[src/rtl/stk_pkg.sv]
// Package: shared types for the stack pointer and call/return unit.
// Assumes: a single clock domain; no parameters are needed here.
package stk_pkg;

    // State of the two-cycle call/return sequencer
    typedef enum logic [1:0] {
        SEQ_IDLE  = 2'd0,
        SEQ_CALL2 = 2'd1,
        SEQ_RET2  = 2'd2
    } seq_state_t;

    // Operation picked by the request arbiter in an idle cycle
    typedef enum logic [2:0] {
        OP_NONE = 3'd0,
        OP_SPWR = 3'd1,
        OP_CALL = 3'd2,
        OP_RET  = 3'd3,
        OP_PUSH = 3'd4,
        OP_POP  = 3'd5
    } op_t;

endpackage

[src/rtl/stk_arb.sv]
// Module: stk_arb
// Picks at most one request per idle cycle. The fixed priority is
// direct write, call, return, push, pop.
// Assumes: 'idle' is low during the second cycle of a call or return;
// no request is taken then.
module stk_arb
    import stk_pkg::*;
(
    input  logic idle,
    input  logic sp_wr_en,
    input  logic call_req,
    input  logic ret_req,
    input  logic push_req,
    input  logic pop_req,
    output op_t  op
);

    // Priority select of the single accepted operation
    always_comb begin
        op = OP_NONE;
        if (idle) begin
            if (sp_wr_en)      op = OP_SPWR;
            else if (call_req) op = OP_CALL;
            else if (ret_req)  op = OP_RET;
            else if (push_req) op = OP_PUSH;
            else if (pop_req)  op = OP_POP;
        end
    end

endmodule

[src/rtl/stk_ptr.sv]
// Module: stk_ptr
// Holds the stack pointer. Steps it up or down modulo 2**ADDR_W (clearing
// the upper bits), loads it directly, and pulses 'ovf' after an upward
// wrap.
// Assumes: SP_W > ADDR_W; inc and dec are never high together; load wins.
module stk_ptr #(
    parameter int              SP_W      = 8,
    parameter int              ADDR_W    = 7,
    parameter logic [SP_W-1:0] RESET_VAL = 8'h07
) (
    input  logic            clk,
    input  logic            rst_n,
    input  logic            load,
    input  logic [SP_W-1:0] load_val,
    input  logic            inc,
    input  logic            dec,
    output logic [SP_W-1:0] sp,
    output logic [SP_W-1:0] sp_up,
    output logic [SP_W-1:0] sp_dn,
    output logic            ovf
);

    localparam int                PAD = SP_W - ADDR_W;
    localparam logic [ADDR_W-1:0] ONE = ADDR_W'(1);

    logic [SP_W-1:0]   sp_q;
    logic              ovf_q;
    logic [ADDR_W-1:0] low;

    assign low   = sp_q[ADDR_W-1:0];
    assign sp_up = {{PAD{1'b0}}, low + ONE};
    assign sp_dn = {{PAD{1'b0}}, low - ONE};
    assign sp    = sp_q;
    assign ovf   = ovf_q;

    // Pointer register and one-cycle wrap flag
    always_ff @(posedge clk) begin
        if (!rst_n) begin
            sp_q  <= RESET_VAL;
            ovf_q <= 1'b0;
        end else begin
            ovf_q <= 1'b0;
            if (load) begin
                sp_q <= load_val;
            end else if (inc) begin
                sp_q  <= sp_up;
                ovf_q <= &low;
            end else if (dec) begin
                sp_q <= sp_dn;
            end
        end
    end

    // the wrap flag only follows a step that landed on address zero
    assert_wrap_zero_R8: assert property (@(posedge clk) disable iff (!rst_n)
        ovf |-> (sp[ADDR_W-1:0] == '0));

    // the arbiter never asks for both directions at once
    assert_single_step_R7: assert property (@(posedge clk) disable iff (!rst_n)
        !(inc && dec));

endmodule

[src/rtl/stk_mem.sv]
// Module: stk_mem
// Stack storage with one synchronous write port and an asynchronous read port.
// Assumes: the contents are not reset; a location is read only after it has
// been written.
module stk_mem #(
    parameter int DATA_W = 8,
    parameter int ADDR_W = 7
) (
    input  logic              clk,
    input  logic              rst_n,
    input  logic              we,
    input  logic [ADDR_W-1:0] addr,
    input  logic [DATA_W-1:0] wdata,
    output logic [DATA_W-1:0] rdata
);

    localparam int DEPTH = 2 ** ADDR_W;

    logic [DATA_W-1:0] words [DEPTH];

    // Write one byte per cycle
    always_ff @(posedge clk) begin
        if (we) words[addr] <= wdata;
    end

    // Read the addressed byte without a clock
    assign rdata = words[addr];

    // a write never goes to an undefined location
    assert_write_addr_known_R2: assert property (@(posedge clk) disable iff (!rst_n)
        we |-> !$isunknown(addr));

endmodule

[src/rtl/stk_seq.sv]
// Module: stk_seq
// Sequencer for the two-cycle call and return. On a call it keeps the high
// return byte for the second write. On a return it keeps the top entry read
// in the first cycle, joins it with the second read, and pulses pc_valid.
// Assumes: call_go and ret_go are only given while busy is low.
module stk_seq
    import stk_pkg::*;
#(
    parameter int DATA_W = 8
) (
    input  logic                clk,
    input  logic                rst_n,
    input  logic                call_go,
    input  logic                ret_go,
    input  logic [DATA_W-1:0]   hi_in,
    input  logic [DATA_W-1:0]   rd_data,
    output logic                busy,
    output logic                wr2,
    output logic                rd2,
    output logic [DATA_W-1:0]   hi_byte,
    output logic [2*DATA_W-1:0] pc_out,
    output logic                pc_valid
);

    seq_state_t          state;
    logic [DATA_W-1:0]   hold_q;
    logic [2*DATA_W-1:0] pc_q;
    logic                pcv_q;

    assign wr2      = (state == SEQ_CALL2);
    assign rd2      = (state == SEQ_RET2);
    assign busy     = wr2 | rd2;
    assign hi_byte  = hold_q;
    assign pc_out   = pc_q;
    assign pc_valid = pcv_q;

    // State advance: each sequence owns exactly one extra cycle
    always_ff @(posedge clk) begin
        if (!rst_n) begin
            state <= SEQ_IDLE;
        end else begin
            unique case (state)
                SEQ_IDLE: begin
                    if (call_go)     state <= SEQ_CALL2;
                    else if (ret_go) state <= SEQ_RET2;
                end
                default: state <= SEQ_IDLE;
            endcase
        end
    end

    // Holding byte: high return byte on a call, top entry on a return
    always_ff @(posedge clk) begin
        if (!rst_n) begin
            hold_q <= '0;
        end else if (call_go) begin
            hold_q <= hi_in;
        end else if (ret_go) begin
            hold_q <= rd_data;
        end
    end

    // Restored PC and its one-cycle valid flag
    always_ff @(posedge clk) begin
        if (!rst_n) begin
            pc_q  <= '0;
            pcv_q <= 1'b0;
        end else begin
            pcv_q <= rd2;
            if (rd2) pc_q <= {hold_q, rd_data};
        end
    end

    // the extra cycle lasts exactly one clock
    assert_busy_single_R6: assert property (@(posedge clk) disable iff (!rst_n)
        busy |=> !busy);

    // no new sequence starts while one is in progress
    assert_no_start_busy_R6: assert property (@(posedge clk) disable iff (!rst_n)
        (call_go || ret_go) |-> !busy);

    // the second read of a return is followed by a valid PC
    assert_ret_result_R5: assert property (@(posedge clk) disable iff (!rst_n)
        rd2 |=> pc_valid);

endmodule

[src/rtl/stack_call_unit.sv]
// Module: stack_call_unit (top)
// Stack pointer and subroutine call/return unit for an upward-growing stack
// in internal RAM. A push pre-increments and a pop post-decrements. A call
// saves the PC low byte first; a return restores the high byte from the top.
// Assumes: one request is taken per idle cycle; the RAM is not reset.
module stack_call_unit
    import stk_pkg::*;
#(
    parameter int                DATA_W   = 8,
    parameter int                ADDR_W   = 7,
    parameter logic [DATA_W-1:0] SP_RESET = 8'h07
) (
    input  logic                clk,
    input  logic                rst_n,
    input  logic                push_req,
    input  logic [DATA_W-1:0]   push_data,
    input  logic                pop_req,
    input  logic                call_req,
    input  logic [2*DATA_W-1:0] call_addr,
    input  logic                ret_req,
    input  logic                sp_wr_en,
    input  logic [DATA_W-1:0]   sp_wr_data,
    output logic [ADDR_W-1:0]   ram_addr,
    output logic [DATA_W-1:0]   ram_wdata,
    output logic                ram_we,
    output logic                ram_re,
    output logic [DATA_W-1:0]   pop_data,
    output logic                pop_valid,
    output logic [2*DATA_W-1:0] pc_out,
    output logic                pc_valid,
    output logic                busy,
    output logic [DATA_W-1:0]   sp_out,
    output logic                ovf
);

    localparam int PC_W = 2 * DATA_W;

    op_t               op;
    logic              seq_busy, seq_wr2, seq_rd2;
    logic [DATA_W-1:0] seq_hi;
    logic [DATA_W-1:0] sp, sp_up, sp_dn;
    logic              step_up, step_dn, load;
    logic [DATA_W-1:0] rdata;
    logic [DATA_W-1:0] pop_q;
    logic              popv_q;

    // Request arbitration
    stk_arb u_arb (
        .idle     (!seq_busy),
        .sp_wr_en (sp_wr_en),
        .call_req (call_req),
        .ret_req  (ret_req),
        .push_req (push_req),
        .pop_req  (pop_req),
        .op       (op)
    );

    // Pointer control derived from the chosen operation or sequence step
    always_comb begin
        load    = (op == OP_SPWR);
        step_up = (op == OP_CALL) || (op == OP_PUSH) || seq_wr2;
        step_dn = (op == OP_RET)  || (op == OP_POP)  || seq_rd2;
    end

    stk_ptr #(
        .SP_W      (DATA_W),
        .ADDR_W    (ADDR_W),
        .RESET_VAL (SP_RESET)
    ) u_ptr (
        .clk      (clk),
        .rst_n    (rst_n),
        .load     (load),
        .load_val (sp_wr_data),
        .inc      (step_up),
        .dec      (step_dn),
        .sp       (sp),
        .sp_up    (sp_up),
        .sp_dn    (sp_dn),
        .ovf      (ovf)
    );

    stk_seq #(
        .DATA_W (DATA_W)
    ) u_seq (
        .clk      (clk),
        .rst_n    (rst_n),
        .call_go  (op == OP_CALL),
        .ret_go   (op == OP_RET),
        .hi_in    (call_addr[PC_W-1:DATA_W]),
        .rd_data  (rdata),
        .busy     (seq_busy),
        .wr2      (seq_wr2),
        .rd2      (seq_rd2),
        .hi_byte  (seq_hi),
        .pc_out   (pc_out),
        .pc_valid (pc_valid)
    );

    // RAM address, data and strobes: writes go above SP, reads at SP
    always_comb begin
        ram_we   = step_up;
        ram_re   = step_dn;
        ram_addr = step_up ? sp_up[ADDR_W-1:0] : sp[ADDR_W-1:0];
        if (op == OP_PUSH)      ram_wdata = push_data;
        else if (op == OP_CALL) ram_wdata = call_addr[DATA_W-1:0];
        else                    ram_wdata = seq_hi;
    end

    stk_mem #(
        .DATA_W (DATA_W),
        .ADDR_W (ADDR_W)
    ) u_mem (
        .clk   (clk),
        .rst_n (rst_n),
        .we    (ram_we),
        .addr  (ram_addr),
        .wdata (ram_wdata),
        .rdata (rdata)
    );

    // Popped byte register and its one-cycle valid flag
    always_ff @(posedge clk) begin
        if (!rst_n) begin
            pop_q  <= '0;
            popv_q <= 1'b0;
        end else begin
            popv_q <= (op == OP_POP);
            if (op == OP_POP) pop_q <= rdata;
        end
    end

    assign pop_data  = pop_q;
    assign pop_valid = popv_q;
    assign busy      = seq_busy;
    assign sp_out    = sp;

    // every write lands where the pointer points afterwards
    assert_push_lands_R2: assert property (@(posedge clk) disable iff (!rst_n)
        ram_we |=> (sp_out[ADDR_W-1:0] == $past(ram_addr)));

    // a popped byte always follows a read access
    assert_pop_source_R3: assert property (@(posedge clk) disable iff (!rst_n)
        pop_valid |-> $past(ram_re));

    // an accepted direct write makes no RAM access
    assert_direct_write_R9: assert property (@(posedge clk) disable iff (!rst_n)
        (sp_wr_en && !busy) |-> (!ram_we && !ram_re));

endmodule

[config.mk]
export PLATFORM = sky130hd
export DESIGN_NAME = stack_call_unit
export DESIGN_NICKNAME = d
export VERILOG_FILES = /design/src/rtl/stk_pkg.sv /design/src/rtl/stk_arb.sv /design/src/rtl/stk_ptr.sv /design/src/rtl/stk_mem.sv /design/src/rtl/stk_seq.sv /design/src/rtl/stack_call_unit.sv
export SDC_FILE = /design/constraint.sdc
export NUM_CORES = 1
export LEC_CHECK = 0
export ABC_AREA = 1
export BUFFER_PORTS_ARGS = -buffer_cell sky130_fd_sc_hd__buf_2
export CELL_PAD_IN_SITES_DETAIL_PLACEMENT = 1
export CELL_PAD_IN_SITES_GLOBAL_PLACEMENT = 1
export CORE_UTILIZATION = 40
export DETAILED_ROUTE_END_ITERATION = 7
export GPL_TIMING_DRIVEN = 0
export PLACE_DENSITY = 0.65
export SKIP_CTS_REPAIR_TIMING = 1
export SLEW_MARGIN = 20
export SYNTH_ARGS = -nofsm -noshare
export SYNTH_HDL_FRONTEND = slang
export SYNTH_SLANG_ARGS = --single-unit
[constraint.sdc]
create_clock -name clk -period 18.6 [get_ports clk]
set_clock_uncertainty 0.1 [all_clocks]
set_input_delay 3.72 -clock clk [delete_from_list [all_inputs] [get_ports clk]]
set_output_delay 3.72 -clock clk [all_outputs]
set_load 0.1 [all_outputs]
==> reports/results.txt <==
Core area: 0.1123 mm2
Share of post-route cells with drive strength above 1: 11.52%
Reg2reg path depth: 16
CP max-delay cell: a31oi_4
Register area share after synthesis: 69.82%
Dpl ws: 7.778 ns
Met1 Use GR: 45.70%
Hold Startpoint: u_ptr.sp[7]$_SDFFE_PN0P_
Initial antenna violation count: 5
CTS buffer count: 115
Kind of critical path: in2out
Cell area after synthesis: 0.04533 mm2
CP startpoint kind: primary input
Avg Vias per Cell: 5.756
Post-route setup TNS: 0 ns
DR WL/cell: 31.86 um
Max-cap violations: 0
Initial Utilization: 40.35%
Vias in the first global route: 34,190
Routability-driven placement congestion ratio: 0.9727
CTS tree: yes
Vias: 35,130
Grt ovf: 0
Worst VDD drop: 90.41 uV
Met3 track demand over resource: 7.616%
Routed Antenna Nets: 0
# DRC: 0
Hold endpoint: u_ptr.sp[7]$_SDFFE_PN0P_
Synth top area cells: edfxtp_1 68%, nand2_1 18%, mux2i_1 3.0%, nor2_1 2.2%, dfxtp_1 2.0%
Minimum clock period: 10.83 ns
Critical Path Fanout Max: 21
First drt pass iteration count: 6
Worst Path Required: 14.78 ns
Die X: 338.6 um
Crit path max-delay family: buffers and inverters
FF-to-FF setup slack: 11.21 ns
Gr usage total: 33.46%
Relative slew slack: 11.99%
Hold/Removal Path Class: reg2reg
Worst r2r src: u_seq.state[0]$_SDFFE_PN0P_
H-tree Lvls: 3
Avg Cell Area, Syn: 10.68 um2
Post-placement cell count: 5,886
RSZ-0062 raised after global routing: no
Worst R2R End: u_mem.words[7][3]$_DFFE_PP_
Buf+Inv Stages, Crit Path: 9
Leakage Power: 21.25 nW
Peak Freq: 0.09233 GHz
Worst-Skew Late Latency: 0.74 ns
Worst-Margin Slew: 1.320 ns
CTS sink count: 1,069
Area grow syn2layout: 17.00%
Number of flops mapped to enable cells by yosys: 1,024
Cell Chain, Critical Path: buf_2, inv_2, nand2_1, nand2_1, nand2_2, nand2_2, buf_4, clkbuf_1, nand2_1, a31oi_4, buf_16, buf_16, buf_16, buf_8, buf_2
First-pass GRT wire length: 265,600 um
Final Setup Violations: 0
Pin count of the biggest net entering global routing: 34
Port Buffers: 90
Total Wirelength: 194,400 um
Site row count: 123
1st-iter DRT viols: 4,833
Area share of the largest cell type after synthesis: 67.84%
Syn Inst Count: 4,245
Max clock buf depth: 3
Crit path DAT: 7.01 ns
Clock slew at reported path FFs: 0.06 ns
Post-synth top area cell: edfxtp_1
Top Ports: 92
Synth unique cells: 37
Yosys warnings: 0
Hold depth: 2
Hpwl dp: 132,600 um
Top_reg_cell synth: edfxtp_1
Die area: 0.1147 mm2
Syn_nets: 4,291
Final Hold Viols: 0
Die Ht: 338.6 um
GRT Max-Usage Layer: met2
Pwr dens: 168.3 mW/mm2
Nets@finish: 4,549
Seq cells post-synth: 1,069
CP max stage delay: 0.59 ns
Final Slew Violations: 0
Status: completed
M2 GR Usage: 50.09%
Critical Path Start: push_req
Crit end category: primary output
Final non-filler cell total: 6,104
Setup WS post-layout: 7.769 ns
Tcrit/Tclk final: 58.23%
Root Driver: clkbuf_16
Asr flop ratio synth: 0%
==> synthesized netlist by cell type, types with 2 or more instances <==
master,instances
o21bai_1,2
mux2i_1,136
buf_2,71
o211ai_1,12
nand2_2,13
clkbuf_1,108
buf_1,18
xor2_1,7
ha_1,7
nor2_1,264
clkinv_1,3
o21ai_0,130
inv_1,62
inv_2,16
nor3_1,3
nand2_1,2126
buf_4,9
o21ai_2,2
nand4_1,20
nand2_4,3
a211oi_1,4
nor2_4,4
edfxtp_1,1024
o21ai_1,26
o21ai_4,2
buf_6,4
and3_1,4
nand3_1,45
dfxtp_1,45
nor2_2,6
a31oi_1,8
a21oi_1,56
==> placed cells by master (no fill, tap or decap), drive strengths merged <==
cell type,synthesis,layout
clkinv,3,56
nor4,1,1
buf,102,243
inv,78,79
clkinvlp,0,5
and3,4,4
nor3,4,4
xor2,7,7
nand2,2142,2142
mux2i,136,136
clkbuf,108,250
o21ai,160,160
o21bai,2,2
bufinv,0,13
a21oi,56,56
o211ai,12,12
a31oi,8,8
edfxtp,1024,1024
diode,0,4
nand3,46,46
nor2,274,274
a211oi,4,4
ha,7,7
nand4,22,22
dfxtp,45,45
==> cells by family after synthesis <==
kind of cell             synth area share, %
AND/OR/NAND/NOR                        21.24
flip-flops                             69.82
buffers and inverters                  2.746
AO/OA/AOI/OAI                          2.860
multiplexers                           3.003
XOR/XNOR                              0.1353
adder cells (fa/ha/maj)               0.1932
==> worst max-delay path by stage <==
stage | end | slack [ns] | cells after the start
after CTS | ram_wdata[4] | 7.72 | 15
after global placement | ram_wdata[4] | -1.24 | 11
after global routing | ram_wdata[4] | 7.61 | 15
after detailed placement | ram_wdata[4] | 7.78 | 15
after floorplan | ram_wdata[0] | 4.74 | 9
final | ram_wdata[4] | 7.77 | 15
==> state kept, by name, indices dropped and copies added (netlist names) <==
signal and count:
pop_data 8, pop_valid 1, u_mem.words 1024, u_ptr.ovf 1, u_ptr.sp 8, u_seq.hi_byte 8
u_seq.pc_out 16, u_seq.pc_valid 1, u_seq.state 2
==> worst min-delay path, cell delays in order, from the launching register on <==
cell and delay, ns:
dfxtp_1 0.31, nand2_1 0.06, a21oi_1 0.05
==> stage by stage <==
stage	hold WS [ns]	utilization (%)	power [mW]	area, um2
final	0.3708	47.21	8.926	53030
after global routing	0.4000	47.20	9.086	53020
after CTS	0.3688	47.18	8.769	53000
after detailed placement	0.3593	43.77	6.431	49170
after global placement	0.3591	42.42	6.334	47660
after floorplan	0.3554	-	4.701	45330
==> where the power goes <==
part / internal, mW / switching, mW / total (mW)
sequential: 2.83 / 0.0208 / 2.85
combinational: 0.791 / 2.92 / 3.71
clock: 1.37 / 1.00 / 2.37
==> final cells by class <==
| type | count | area, um2 |
|---|---|---|
| diodes | 4 | 10.01 |
| plain buffers | 210 | 980.9 |
| clock buffers | 142 | 3126 |
| clock inverters | 72 | 700.7 |
| fillers | 12160 | 59310 |
| inverters | 81 | 304.0 |
| multi-input cells | 2885 | 12660 |
| flip-flops and latches | 1069 | 31650 |
| well taps | 1500 | 1877 |
| repair buffers | 141 | 1722 |
==> per-layer routing <==
metal	vias to the layer above	share of wire (%)
li1	14710	-
met2	2003	43
met1	17990	40
met4	2	5.5
met3	426	11
met5	-	0.0067
Power figures use the tool's default switching activity.
